[src/rtl/irq_enc_pkg.sv]
package irq_enc_pkg;

    typedef enum logic [2:0] {
        LVL_NONE = 3'd0,
        LVL_PAR  = 3'd2,
        LVL_EXP  = 3'd5,
        LVL_SER  = 3'd7
    } irq_lvl_e;

    typedef struct packed {
        logic ipl02_n;
        logic ipl1_n;
    } ipl_pins_t;

    typedef struct packed {
        logic vpa_n;
        logic ser_ack_n;
        logic exp_ack_n;
    } ack_pins_t;

    localparam logic [2:0] FC_IACK   = 3'b111;
    localparam ipl_pins_t  IPL_IDLE  = '{ipl02_n: 1'b1, ipl1_n: 1'b1};
    localparam ack_pins_t  ACK_IDLE  = '{vpa_n: 1'b1, ser_ack_n: 1'b1, exp_ack_n: 1'b1};

    function automatic irq_lvl_e pick_level(input logic ser, input logic exp, input logic par);
        if (ser)      return LVL_SER;
        else if (exp) return LVL_EXP;
        else if (par) return LVL_PAR;
        else          return LVL_NONE;
    endfunction

    function automatic ipl_pins_t level_pins(input irq_lvl_e lvl);
        ipl_pins_t p;
        p = IPL_IDLE;
        case (lvl)
            LVL_SER: begin p.ipl02_n = 1'b0; p.ipl1_n = 1'b0; end
            LVL_EXP: p.ipl02_n = 1'b0;
            LVL_PAR: p.ipl1_n  = 1'b0;
            default: p = IPL_IDLE;
        endcase
        return p;
    endfunction

    function automatic ack_pins_t ack_route(input logic [2:0] lvl);
        ack_pins_t a;
        a = ACK_IDLE;
        if (lvl == LVL_SER)      a.ser_ack_n = 1'b0;
        else if (lvl == LVL_EXP) a.exp_ack_n = 1'b0;
        else                     a.vpa_n     = 1'b0;
        return a;
    endfunction

endpackage

[src/rtl/req_sync.sv]
module req_sync #(
    parameter int WIDTH  = 3,
    parameter int STAGES = 2
) (
    input  logic             clk,
    input  logic             rst,
    input  logic [WIDTH-1:0] req_n,
    output logic [WIDTH-1:0] req
);
    localparam int LAST = STAGES - 1;

    logic [STAGES-1:0][WIDTH-1:0] chain;

    for (genvar s = 0; s < STAGES; s++) begin : g_stage
        if (s == 0) begin : g_first
            always_ff @(posedge clk) begin
                if (rst) chain[s] <= '0;
                else     chain[s] <= ~req_n;
            end
        end else begin : g_rest
            always_ff @(posedge clk) begin
                if (rst) chain[s] <= '0;
                else     chain[s] <= chain[s-1];
            end
        end
    end

    assign req = chain[LAST];

endmodule

[src/rtl/irq_prio_encoder.sv]
module irq_prio_encoder
    import irq_enc_pkg::*;
(
    input  logic clk,
    input  logic rst,
    input  logic ser,
    input  logic exp,
    input  logic par,
    output logic ipl02_n,
    output logic ipl1_n
);
    ipl_pins_t pins_q;
    irq_lvl_e  lvl;

    always_comb lvl = pick_level(ser, exp, par);

    always_ff @(posedge clk) begin
        if (rst) pins_q <= IPL_IDLE;
        else     pins_q <= level_pins(lvl);
    end

    assign ipl02_n = pins_q.ipl02_n;
    assign ipl1_n  = pins_q.ipl1_n;


    ser_wins_chk: assert property (@(posedge clk) disable iff (rst)
        ser |=> (!ipl02_n && !ipl1_n));


    exp_over_par_chk: assert property (@(posedge clk) disable iff (rst)
        (exp && !ser) |=> (!ipl02_n && ipl1_n));


    par_only_chk: assert property (@(posedge clk) disable iff (rst)
        (par && !exp && !ser) |=> (ipl02_n && !ipl1_n));


    idle_pins_chk: assert property (@(posedge clk) disable iff (rst)
        (!ser && !exp && !par) |=> (ipl02_n && ipl1_n));

endmodule

[src/rtl/iack_decoder.sv]
module iack_decoder
    import irq_enc_pkg::*;
(
    input  logic       clk,
    input  logic       rst,
    input  logic       as_n,
    input  logic [2:0] fc,
    input  logic [2:0] ack_lvl,
    output logic       vpa_n,
    output logic       ser_ack_n,
    output logic       exp_ack_n
);
    ack_pins_t ack_q;
    logic      in_iack;

    always_comb in_iack = !as_n && (fc == FC_IACK);

    always_ff @(posedge clk) begin
        if (rst || !in_iack) ack_q <= ACK_IDLE;
        else                 ack_q <= ack_route(ack_lvl);
    end

    assign vpa_n     = ack_q.vpa_n;
    assign ser_ack_n = ack_q.ser_ack_n;
    assign exp_ack_n = ack_q.exp_ack_n;


    strobe_release_chk: assert property (@(posedge clk) disable iff (rst)
        as_n |=> (vpa_n && ser_ack_n && exp_ack_n));


    wrong_fc_chk: assert property (@(posedge clk) disable iff (rst)
        (fc != 3'b111) |=> (vpa_n && ser_ack_n && exp_ack_n));


    ser_ack_chk: assert property (@(posedge clk) disable iff (rst)
        (!as_n && fc == 3'b111 && ack_lvl == 3'd7) |=> (!ser_ack_n && vpa_n && exp_ack_n));


    exp_ack_chk: assert property (@(posedge clk) disable iff (rst)
        (!as_n && fc == 3'b111 && ack_lvl == 3'd5) |=> (!exp_ack_n && vpa_n && ser_ack_n));


    autovec_chk: assert property (@(posedge clk) disable iff (rst)
        (!as_n && fc == 3'b111 && ack_lvl != 3'd7 && ack_lvl != 3'd5) |=> (!vpa_n && ser_ack_n && exp_ack_n));


    one_ack_chk: assert property (@(posedge clk) disable iff (rst)
        $countones({~vpa_n, ~ser_ack_n, ~exp_ack_n}) <= 1);

endmodule

[src/rtl/irq_level_encoder.sv]
module irq_level_encoder #(
    parameter int SYNC_STAGES = 2
) (
    input  logic       clk,
    input  logic       rst,
    input  logic       ser_req_n,
    input  logic       exp_req_n,
    input  logic       par_req_n,
    input  logic       as_n,
    input  logic [2:0] fc,
    input  logic [2:0] ack_lvl,
    output logic       ipl02_n,
    output logic       ipl1_n,
    output logic       vpa_n,
    output logic       ser_ack_n,
    output logic       exp_ack_n
);
    localparam int NUM_SRC = 3;

    logic [NUM_SRC-1:0] req;

    req_sync #(.WIDTH(NUM_SRC), .STAGES(SYNC_STAGES)) u_sync (
        .clk   (clk),
        .rst   (rst),
        .req_n ({ser_req_n, exp_req_n, par_req_n}),
        .req   (req)
    );

    irq_prio_encoder u_prio (
        .clk     (clk),
        .rst     (rst),
        .ser     (req[2]),
        .exp     (req[1]),
        .par     (req[0]),
        .ipl02_n (ipl02_n),
        .ipl1_n  (ipl1_n)
    );

    iack_decoder u_iack (
        .clk       (clk),
        .rst       (rst),
        .as_n      (as_n),
        .fc        (fc),
        .ack_lvl   (ack_lvl),
        .vpa_n     (vpa_n),
        .ser_ack_n (ser_ack_n),
        .exp_ack_n (exp_ack_n)
    );


    reset_idle_chk: assert property (@(posedge clk)
        rst |=> (ipl02_n && ipl1_n && vpa_n && ser_ack_n && exp_ack_n));

endmodule

[config.mk]
export PLATFORM = sky130hd
export DESIGN_NAME = irq_level_encoder
export DESIGN_NICKNAME = d
export VERILOG_FILES = /design/src/rtl/irq_enc_pkg.sv /design/src/rtl/req_sync.sv /design/src/rtl/irq_prio_encoder.sv /design/src/rtl/iack_decoder.sv /design/src/rtl/irq_level_encoder.sv
export SDC_FILE = /design/constraint.sdc
export NUM_CORES = 1
export LEC_CHECK = 0
export BUFFER_PORTS_ARGS = -buffer_cell sky130_fd_sc_hd__buf_2
export CAP_MARGIN = 10
export CORE_AREA = 5 5 42 44
export CTS_CLUSTER_DIAMETER = 50
export DETAILED_ROUTE_END_ITERATION = 10
export DIE_AREA = 0 0 47 49
export SYNTH_ARGS = -nofsm -noshare
export SYNTH_HDL_FRONTEND = slang
export SYNTH_SLANG_ARGS = --single-unit
[constraint.sdc]
create_clock -name clk -period 0.9 [get_ports clk]
set_input_delay 0.09 -clock clk [delete_from_list [all_inputs] [get_ports clk]]
set_output_delay 0.09 -clock clk [all_outputs]
set_load 0.005 [all_outputs]
==> results of run 1 <==
worst max-delay path by stage:
stage / endpoint / slack, ps
3_5_place_dp: u_iack.exp_ack_n / 160
4_1_cts: ser_ack_n / 120
6_report: exp_ack_n / 140
3_3_place_gp: u_iack.exp_ack_n / 180
5_1_grt: ipl1_n / 90
2_1_floorplan: u_iack.exp_ack_n / 250
Yosys cell counts:
master	n
and3_1	1
dfxtp_1	11
nor2_1	4
and2b_2	3
nor4b_2	1
o21bai_1	2
nand3b_1	1
buf_6	1
and2_1	1
nand4_1	2
nor2b_1	1
area by class of cell:
type                    count  area share
flip-flops and latches     11      0.4524
multi-input cells          16      0.2262
well taps                  16     0.04113
repair buffers             19      0.2262
clock buffers               4     0.05398
kinds of logic (layout without fill, tap and decap cells):
logic type | count (synthesis) | after routing
buf+inv | 1 | 23
compound gates | 2 | 2
flops | 11 | 11
simple gates | 14 | 14
cells in the final DEF (no fill, tap or decap):
cell / instances
and2_1: 1
and2b_2: 3
and3_1: 1
buf_2: 16
clkbuf_1: 1
clkbuf_4: 3
dfxtp_1: 11
dlygate4sd3_1: 3
nand3b_1: 1
nand4_1: 2
nor2_1: 4
nor2b_1: 1
nor4b_2: 1
o21bai_1: 2
routing by layer:
layer,GRT usage,share of wire,routed length [um],vias to the layer above
li1,-,-,-,138
met1,0.05122,0.33,182,122
met2,0.08371,0.51,279,12
met3,0.06273,0.16,89,0
met4,0.02765,0,0,0
met5,0,0,0,-
state kept, by name, summed over array words and instances, names as in the netlist:
| name | flops |
|---|---|
| u_sync.chain | 3 |
| u_iack.vpa_n | 1 |
| u_prio.ipl1_n | 1 |
| u_iack.ser_ack_n | 1 |
| u_sync.req | 3 |
| u_prio.ipl02_n | 1 |
| u_iack.exp_ack_n | 1 |
metrics by stage:
step,hold slack [ps],worst slack [ps]
floorplan,156.7,246.7
global placement,242.4,177.1
detailed placement,244.4,163.0
CTS,5.455,121.0
global route,24.39,93.10
finish,17.57,135.8
power groups by stage:
stage	Sequential, uW	Clock, uW	Combinational (uW)
floorplan	520	0	29.4
global placement	519	0	58.5
detailed placement	520	0	59.1
CTS	508	342	68.9
global route	510	372	77.4
finish	508	320	67.9
repair_timing:
action	4_1_cts	5_1_grt
hold buffers	3	0
hold endpoints to repair	3	0
gates resized for setup	0	0
==> results.yml, run 1 <==
pwr:
  p_leak_uw: 0.0002224
  report.power.total_uw: 896.2
  power_switching_uw: 177.3
  seq_power_share: 0.567
  vdd_ir_drop_max_v: 0.0007980
  p_clk_frac: 0.357
  combPwrFrac: 0.076
  intPower_uw: 718.9
  power_density_nw_per_um2: 1841
  switching_share: 0.1979
flow_run:
  drv_cap: 0
cells_and_area:
  antenna_cells: 0
  drive_above_1_share: 0.4600
  finalNonFillerCells: 66
  fin_area_um2: 486.7
  nets: 63
  seqCellArea_um2: 220.2
  fill_cells: 153
  multi_input_area_um2: 110.1
  area_growth_pct: 42.49
  post-route-util: 0.3473
synth:
  ys_seq_area_frac: 0.6447
  synthXorXnorAreaFrac: 0
  yosys.area.top_type: "dfxtp_1"
  synth_fa_ha_area_frac: 0
  syn_nets: 40
  synth_mux_area_frac: 0
  syn_inst: 28
  synth_top_area_share: 0.6447
  synth_warnings: 0
  netlist_area_um2: 341.6
  synth_compound_area_frac: 0.04396
  postSynthAreaPerCell_um2: 12.20
  ys_types: 11
  yosys.area_share.simple: 0.2784
  netlist_top_cells_area: "dfxtp_1 (64%), and2b_2 (7.7%), nor2_1 (4.4%)"
  synth_top_family_by_area: "simple AND/OR/NAND/NOR gates"
  ys_ff_latch: 11
timing:
  tns_ps: 0
  finalHoldViolations: 0
  worst_slew_pin_slew_ps: 185.8
  rsz0062_at_grt: "no"
  fin_skew_ps: 3.149
  fmax_mhz: 1309
  relSlewSlack: 0.8758
  period_share: 0.8491
  finalSetupViolations: 0
  maxSlewViolCount: 0
  min_period_ps: 764.2
cts:
  cts_htree_levels: 1
  clk_pin_slew_ps: 60
  cts_buffer_depth: 2
  cts_tree: "done"
  root_buffer: "clkbuf_4"
  insertion_delay_ps: 260
  cts_setup_buffers: 0
  cts.sinks: 11
  tritoncts.num_buffers: 3
routing:
  drt_wl_total_um: 550
  first_pass_iters: 1
  post_drt_wl_per_cell_um: 8.333
  postRouteAntennaNets: 0
  vias: 272
  drc: 0
  first_iter_violations: 0
  via_per_inst: 4.121
die:
  fp.dieW_um: 47
  core_um2: 1401
  row_count: 14
  ios: 17
  initial_core_util: 0.2438
  die_h_um: 49
  dieArea_um2: 2303
setup_path:
  ff2ff_setup_slack_ps: 310
  startpoint: "u_iack.exp_ack_n"
  cp-end-kind: "output pin"
  cpLargestDelayFamily: "flip-flops"
  slowest_delay_ps: 300
  critical_path.slowest_cell: "dfxtp_1"
  crit_fanout: 1
  start_kind: "register"
  cp.required_ps: 810
  path_buf_inv: 1
  r2r_cells: 2
  timing.rr.end: "u_prio.ipl1_n"
  crit_chain: "buf_2"
  timing.rr.start: "u_sync.req[0]"
  path_depth: 1
  crit_type: "register to output pin"
  cp.arrival_ps: 670
hold_path:
  holdCritPathClass: "input port to register"
  hold_start: "fc[0]"
  whs_path_depth: 2
  min_to: "u_iack.exp_ack_n"
global_routing:
  antenna_found_initial: 0
  grt_pass1_vias: 260
  grt_usage: 0.05870
  overflow: 0
  grt_max_degree: 11
  grt_pass1_wl_um: 931
placement:
  place_area_um2: 430.4
  place_congestion: 0.6058
  portBuffers: 16
  place_inst: 59
outcome:
  outcome: "complete, no violations"
No activity file was read; power rests on OpenSTA's default activity.
==> run 2: changes to the inputs <==
clock period = 0.8 ns   (was 0.9 ns; I/O delays follow)
==> run 2 against run 1 <==
Compared with the run above: register-to-register slack worse by 90 ps; critical path type unchanged; clock power is 13% higher; sequential cell count stayed put; worst hold slack better by 5.9 ps.
==> results.yml, run 2 (synthesis gave the netlist of run 1 again) <==
outcome:
  outcome: "complete, no violations"
pwr:
  vdd_ir_drop_max_v: 0.0008951
  p_leak_uw: 0.0002265
  power_density_nw_per_um2: 2040
setup_path:
  crit_type: "register to output pin"
  path_buf_inv: 1
  cp-end-kind: "output pin"
  timing.rr.end: "u_prio.ipl1_n"
  critical_path.slowest_cell: "dfxtp_1"
  r2r_cells: 2
  ff2ff_setup_slack_ps: 220
  cp.arrival_ps: 680
  timing.rr.start: "u_sync.req[0]"
  slowest_delay_ps: 300
  start_kind: "register"
  crit_fanout: 1
  cpLargestDelayFamily: "flip-flops"
  cp.required_ps: 720
  crit_chain: "buf_2"
global_routing:
  use_met2: 0.09276
  grtUsageMet3: 0.06273
  overflow: 0
  use_met1: 0.05345
  grt_pass1_vias: 270
  grt_usage: 0.06223
  grt_pass1_wl_um: 993
  globalRoute.busiestLayer: "met2"
  grt_max_degree: 11
  antenna_found_initial: 0
cts:
  cts_tree: "done"
  root_buffer: "clkbuf_4"
  cts_htree_levels: 1
  cts_setup_buffers: 0
  insertion_delay_ps: 260
  clk_pin_slew_ps: 60
  cts_buffer_depth: 2
  cts_resized: 0
  cts.sinks: 11
  tritoncts.num_buffers: 3
timing:
  whs_ps: 23.48
  period_share: 0.9440
  min_period_ps: 755.2
  rsz0062_at_grt: "no"
  finalHoldViolations: 0
  fmax_mhz: 1324
  worst_slew_pin_slew_ps: 185.8
  maxSlewViolCount: 0
  relSlewSlack: 0.8758
  finalSetupViolations: 0
  fin_skew_ps: 2.110
  tns_ps: 0
die:
  row_count: 14
  die_h_um: 49
  core_um2: 1401
  dieArea_um2: 2303
  initial_core_util: 0.2438
  ios: 17
  fp.dieW_um: 47
placement:
  place_area_um2: 430.4
  place_inst: 59
  portBuffers: 16
  place_congestion: 0.6057
routing:
  vias: 276
  first_pass_iters: 1
  via_per_inst: 4.119
  drc: 0
  drt_wl_total_um: 582
  post_drt_wl_per_cell_um: 8.687
  first_iter_violations: 0
  postRouteAntennaNets: 0
cells_and_area:
  area_growth_pct: 45.42
  finalNonFillerCells: 67
  final_cell_mix: "buf_2 (16), dfxtp_1 (11), nor2_1 (4), dlygate4sd3_1 (4)"
  fin_area_um2: 496.7
  nets: 64
  layout_commonest_cell: "buf_2"
  post-route-util: 0.3545
  antenna_cells: 0
  drive_above_1_share: 0.4510
flow_run:
  drv_cap: 0
hold_path:
  hold_start: "fc[2]"
  min_to: "u_iack.exp_ack_n"
  holdCritPathClass: "input port to register"
  whs_path_depth: 2
[run 2: cell count changes in the layout (fill, tap and decap cells not counted), sizes merged]
cell / before / now
dlygate4sd3: 3 / 4
[run 2: layout make-up]
type	instances	area, um2
timing repair buffer	20	120.1
clock buffer	4	26.28
multi-input combinational	16	110.1
sequential	11	220.2
fill	156	904.6
tap	16	20.02
[run 2: routing by layer]
metal	routed length, um	vias up
li1	-	140
met1	187	124
met2	306	12
met3	89	0
met4	0	0
met5	0	-
[run 2: stage by stage]
| step | total power [uW] | setup WS [ps] |
|---|---|---|
| floorplan | 617.9 | 156.7 |
| global placement | 650.1 | 86.98 |
| detailed placement | 651.2 | 72.99 |
| CTS | 1038 | 31.01 |
| global route | 1084 | 3.096 |
| finish | 1013 | 44.84 |
[run 2: how the worst max path moves through the flow]
| stage | from | end | slack, ps | cells past startpoint |
|---|---|---|---|---|
| after global placement | rst | u_iack.exp_ack_n | 90 | 3 |
| after detailed placement | rst | u_iack.exp_ack_n | 70 | 3 |
| after floorplan | rst | u_iack.exp_ack_n | 160 | 3 |
| after CTS | u_iack.ser_ack_n | ser_ack_n | 30 | 1 |
| after global routing | u_prio.ipl1_n | ipl1_n | 3 | 1 |
| final | u_iack.exp_ack_n | exp_ack_n | 40 | 1 |
[run 2: repair_timing]
action,CTS,global route
setup endpoints to repair,0,0
endpoints found under the hold margin,4,0
hold buffers,4,0
[run 2: report_power, final]
| part | total [uW] | internal, uW | switching, uW |
|---|---|---|---|
| Combinational | 80.6 | 52.1 | 28.4 |
| Sequential | 572 | 567 | 4.59 |
| Clock | 361 | 193 | 168 |
